`src/rtl/pinport_ctrl.sv`:
```
module pinport_ctrl #(
  parameter int          W         = 32,
  parameter int          AW        = 4,
  parameter logic [W-1:0] IMPL_MASK = '1
) (
  input  logic          clk,
  input  logic          rst_n,
  input  logic          wr_en,
  input  logic          rd_en,
  input  logic [AW-1:0] addr,
  input  logic [W-1:0]  wdata,
  output logic [W-1:0]  rdata,
  input  logic [W-1:0]  pin_in,
  input  logic [W-1:0]  pin_dig,
  input  logic          port_en,
  output logic [W-1:0]  pin_out,
  output logic [W-1:0]  pin_oe
);

  localparam logic [AW-1:0] A_DATA = AW'(0);
  localparam logic [AW-1:0] A_SET  = AW'(1);
  localparam logic [AW-1:0] A_CLR  = AW'(2);
  localparam logic [AW-1:0] A_TOG  = AW'(3);
  localparam logic [AW-1:0] A_IN   = AW'(4);
  localparam logic [AW-1:0] A_DIR  = AW'(5);

  logic [W-1:0] out_q, dir_q, in_q, sync1_q, sync2_q;
  logic [W-1:0] wmask;

  assign wmask = wdata & IMPL_MASK;

  always_ff @(posedge clk or negedge rst_n) begin
    if (!rst_n) begin
      out_q <= '0;
      dir_q <= '0;
    end else if (wr_en) begin
      case (addr)
        A_DATA:  out_q <= wmask;
        A_SET:   out_q <= out_q | wmask;
        A_CLR:   out_q <= out_q & ~wmask;
        A_TOG:   out_q <= out_q ^ wmask;
        A_DIR:   dir_q <= wmask;
        default: ;
      endcase
    end
  end

  always_ff @(posedge clk or negedge rst_n) begin
    if (!rst_n) begin
      sync1_q <= '0;
      sync2_q <= '0;
      in_q    <= '0;
    end else begin
      sync1_q <= pin_in;
      sync2_q <= sync1_q;
      if (port_en) in_q <= sync2_q & pin_dig & IMPL_MASK;
    end
  end

  always_comb begin
    rdata = '0;
    if (rd_en) begin
      case (addr)
        A_DATA:  rdata = out_q;
        A_IN:    rdata = in_q;
        A_DIR:   rdata = dir_q;
        default: rdata = '0;
      endcase
    end
  end

  assign pin_oe  = dir_q;
  assign pin_out = out_q & dir_q;

  assert_set_R3: assert property (@(posedge clk) disable iff (!rst_n)
    (wr_en && addr == A_SET) |=> ((out_q & $past(wmask)) == $past(wmask)));

  assert_clr_R4: assert property (@(posedge clk) disable iff (!rst_n)
    (wr_en && addr == A_CLR) |=> ((out_q & $past(wmask)) == '0));

  assert_tog_R5: assert property (@(posedge clk) disable iff (!rst_n)
    (wr_en && addr == A_TOG) |=> (out_q == ($past(out_q) ^ $past(wmask))));

  assert_wo_zero_R6: assert property (@(posedge clk) disable iff (!rst_n)
    (rd_en && (addr == A_SET || addr == A_CLR || addr == A_TOG)) |-> (rdata == '0));

  assert_in_hold_R9: assert property (@(posedge clk) disable iff (!rst_n)
    !port_en |=> $stable(in_q));

  assert_mask_R10: assert property (@(posedge clk) disable iff (!rst_n)
    ((pin_oe | pin_out | rdata) & ~IMPL_MASK) == '0);

  assert_ignore_R11: assert property (@(posedge clk) disable iff (!rst_n)
    (wr_en && (addr == A_IN || addr > A_DIR)) |=> ($stable(out_q) && $stable(dir_q)));

endmodule

```
`config.mk`:
```
export PLATFORM = sky130hd
export DESIGN_NAME = pinport_ctrl
export DESIGN_NICKNAME = d
export VERILOG_FILES = /design/src/rtl/pinport_ctrl.sv
export SDC_FILE = /design/constraint.sdc
export NUM_CORES = 1
export LEC_CHECK = 0
export CORE_MARGIN = 3
export CORE_UTILIZATION = 64
export CTS_BUF_LIST = sky130_fd_sc_hd__clkbuf_16
export DETAILED_ROUTE_END_ITERATION = 10
export DONT_BUFFER_PORTS = 1
export GPL_ROUTABILITY_DRIVEN = 0
export GPL_TIMING_DRIVEN = 0
export PLACE_DENSITY_LB_ADDON = 0.3
export SYNTH_ARGS = -nofsm -noshare
export SYNTH_HDL_FRONTEND = slang
export SYNTH_SLANG_ARGS = --single-unit
```
`constraint.sdc`:
```
create_clock -name clk -period 4.49 [get_ports clk]
set_clock_uncertainty 0.1 [all_clocks]
set_input_delay 0.898 -clock clk [delete_from_list [all_inputs] [get_ports clk]]
set_output_delay 0.898 -clock clk [all_outputs]
set_load 0.05 [all_outputs]
```
==> parameters.txt <==
Parameter                              Value

Layout
  Nets    941
  Total of fill cells in the finished design    slightly below 900
  Area growth from synthesis to layout    9.38%
  Share of post-route cells with drive strength above 1    roughly 16%
  Fin area    between 0.008 and 0.009 mm^2

CTS
  Inserted Clock Buffers    17
  Clock tree sinks    between 150 and 200
  Clock transition at the registers of the reported paths    around 0.070 ns
  H-tree depth    4
  Number of buffers inserted by hold repair at cts    0
  Number of gates resized after cts    0
  Library cell used as clock root buffer    clkbuf_16
  Maximum number of buffers from clock root to sink    2
  Post-CTS setup buffer count    0
  Clock latency of the later-clocked register in the worst-skew pair    approximately 0.42 ns
  TritonCTS clock tree    done

Status
  Run status    completed

Floorplan
  Num ports    about 200
  Die height    about 120 um
  Placeable core region    roughly 0.012 mm^2
  Standard-cell row count    40
  Starting density of the core    between 60% and 70%
  Die area    about 0.014 mm^2
  Chip width    119 um

Logic synthesis
  Share of the synthesized netlist area taken by xor and xnor gates    0%
  Proportion of synthesized area in mux cells    10.3%
  Flop and latch count out of synthesis    160
  Seq/Total Area, Yosys    48.8%
  Most numerous cell in the Yosys netlist    dfrtp_1
  Top cells by count, synth    160 x dfrtp_1, 98 x inv_1, 67 x o21ai_0
  Most instantiated flip-flop cell in the synthesis netlist    dfrtp_1
  Share of the synthesized area in compound gates (AO/OA/AOI/OAI)    between 10% and 20%
  Cells after synthesis    ~750
  Count of flip-flops with a built-in enable after synthesis    0
  Count of synthesis-stage warnings from yosys    0
  Simple-gate share of the synthesized area    9.28%
  Synthesized netlist net count    ~900
  Post-Syn Area per Cell    ~11 um^2
  Adder-cell area share of the yosys netlist    just under 10%
  Dominant combinational cell family by area after synthesis    compound AO/OA/AOI/OAI gates
  Proportion of netlist area held by the largest area contributor    roughly half
  Top post-synthesis cells by area    dfrtp_1 49%, ha_1 9.8%, mux2_4 5.5%
  Number of library cell types mapped by synthesis    34
  Post-synthesis instance area    0.00820 mm^2
  Library cell occupying the most area in the post-synthesis netlist    dfrtp_1
  Async SR Flop Fraction    100%

Global routing
  Aggregate global-route resource usage    31.0%
  Largest net degree at the start of global routing    around 160
  Vias in the first global route    ~6300
  Gr busiest metal    met2
  Global routing met1 resource utilization    40.6%
  Met2 Resource Use GR    slightly below 50%
  Met3 global-route usage    9.35%
  Sum of overflow across all layers after global routing    0
  Antenna violations before repair    1
  First-pass GRT wire length    between 30000 and 40000 um

Drt
  Initial DRC count    580
  Overall routed net length    21900 um
  Number of nets still failing antenna checks after routing    0
  DRC violation count after routing    0
  Avg Vias per Cell    between 6 and 7
  DR pass1 iterations    5
  Final routed wire length divided by cell count    between 20 and 25 um
  Via total after detailed routing    between 6000 and 7000

Power
  Leakage power figure    roughly 4.2 nW
  Power per Cell Area    around 470 mW/mm^2
  Peak supply drop    between 300 and 400 uV

Timing
  Portion of the clock cycle consumed by the worst path in the final layout    between 90 and 100%
  Final setup violation count    0
  Final Hold Fails    0
  Final setup TNS    0 ns
  Max transition margin    21.3%
  Post-Route Hold Slack    0.0628 ns
  Unrepaired setup endpoints after global routing    false
  Fin crit period    4.17 ns
  Number of pins with negative max-slew slack in the final report    0
  Fmax    around 240 MHz
  Slew at the pin with the worst max-slew slack    ~1.2 ns

Worst setup path
  Crit-path cells    buf_4, buf_2, nor4_1, a22oi_1, nor2_1
  Crit-path slowest cell    nor4_1
  Type of element launching the critical path    primary input
  Slack of the worst reg-to-reg path    about 2.8 ns
  Top delay family on crit path    simple AND/OR/NAND/NOR gates
  Crit path max fanout    10
  Longest individual stage delay on the worst path    a little under 0.9 ns
  Number of buffer and inverter stages on the critical path    2
  Arr. time, crit path    3.17 ns
  Capturing element type of the critical path    primary output
  Required @ worst endpoint    approximately 3.5 ns
  Path type of the worst setup path    in -> out

Placement
  Total cell area at the placement stage    roughly 0.0084 mm^2
  I/O Buffers    0
  DP Wirelength    between 15000 and 20000 um

Run
  Max_cap viols    0

Hold path
  Tightest Hold Check Type    in -> async
## area by class of cell
| type | count | area [um^2] | share of cell area (%) |
|---|---|---|---|
| Buffer | 49 | 239 | 2.66 |
| Multi-Input combinational cell | 446 | 3590 | 40.0 |
| Tap cell | 168 | 210 | 2.34 |
| Antenna cell | 1 | 2.50 | 0.0279 |
| Sequential cell | 160 | 4000 | 44.6 |
| Clock buffer | 17 | 425 | 4.74 |
| Clock inverter | 15 | 131 | 1.46 |
| Inverter | 98 | 368 | 4.10 |
## worst reg2reg max path, stage by stage, from the launching register on
cell     delay, ns
dfrtp_1       0.42
inv_1         0.07
ha_1          0.26
mux4_2        0.45
mux2_2        0.28
## path summary, 6_finish.rpt
check | from | endpoint | depth (start not counted)
setup / recovery | addr[0] | rdata[12] | 5
hold / removal | rst_n | pin_oe[4] | 0
setup reg to reg | out_q[29] | out_q[29] | 4
hold reg to reg | sync1_q[11] | sync2_q[11] | 0
max in group asynchronous | rst_n | out_q[20] | 0
min in group clk | sync1_q[11] | sync2_q[11] | 0
## registers in the layout, indices dropped and copies added (netlist names)
| name | count |
|---|---|
| sync1_q | 32 |
| out_q | 32 |
| sync2_q | 32 |
| in_q | 32 |
| pin_oe | 32 |
## placed cells by master (no fill, tap or decap), types with 2 or more instances in the layout
master,n
o21ai_0,67
clkinv_1,2
mux2_4,30
buf_4,3
and2_1,33
inv_1,98
buf_2,11
a21oi_1,30
buf_1,3
nor3b_1,11
mux2_2,31
clkinv_2,3
and3_1,5
or3b_2,5
nor2_1,29
inv_6,4
mux4_2,2
dfrtp_1,160
clkbuf_1,28
buf_6,4
clkbuf_16,17
nand2_1,5
a21boi_0,5
clkinvlp_4,2
a221oi_1,25
nand3_1,33
ha_1,64
a22oi_1,27
o211a_1,5
o22ai_1,30
clkinv_4,2
## power breakdown
| group | total, mW | switching (mW) | internal (mW) |
|---|---|---|---|
| registers | 2.04 | 0.430 | 1.62 |
| logic | 0.758 | 0.455 | 0.304 |
| clock network | 1.39 | 0.619 | 0.767 |
## metal layers
metal,vias up,part of all wire [%]
met5,-,0
met4,0,2.4
met3,48,9.2
met2,303,49
met1,3054,40
li1,2659,-
## kinds of logic (layout without fill, tap and decap cells)
logic type	Yosys count	count (layout)
AOI/OAI and AO/OA	189	189
adders and majority gates	64	64
buffers and inverters	147	179
DFF	160	160
muxes	63	63
other	0	1
and+or+nand+nor	130	130
## stage by stage
step	std cells	util [%]	setup WS, ns	power, mW
after floorplan	753	-	1.01	2.64
after global placement	921	68.6	0.416	2.76
after detailed placement	921	68.6	0.378	2.81
after CTS	953	73.1	0.355	4.18
after global routing	954	73.1	0.370	4.35
final	954	73.1	0.318	4.19
No activity file was read; power rests on OpenSTA's default activity.
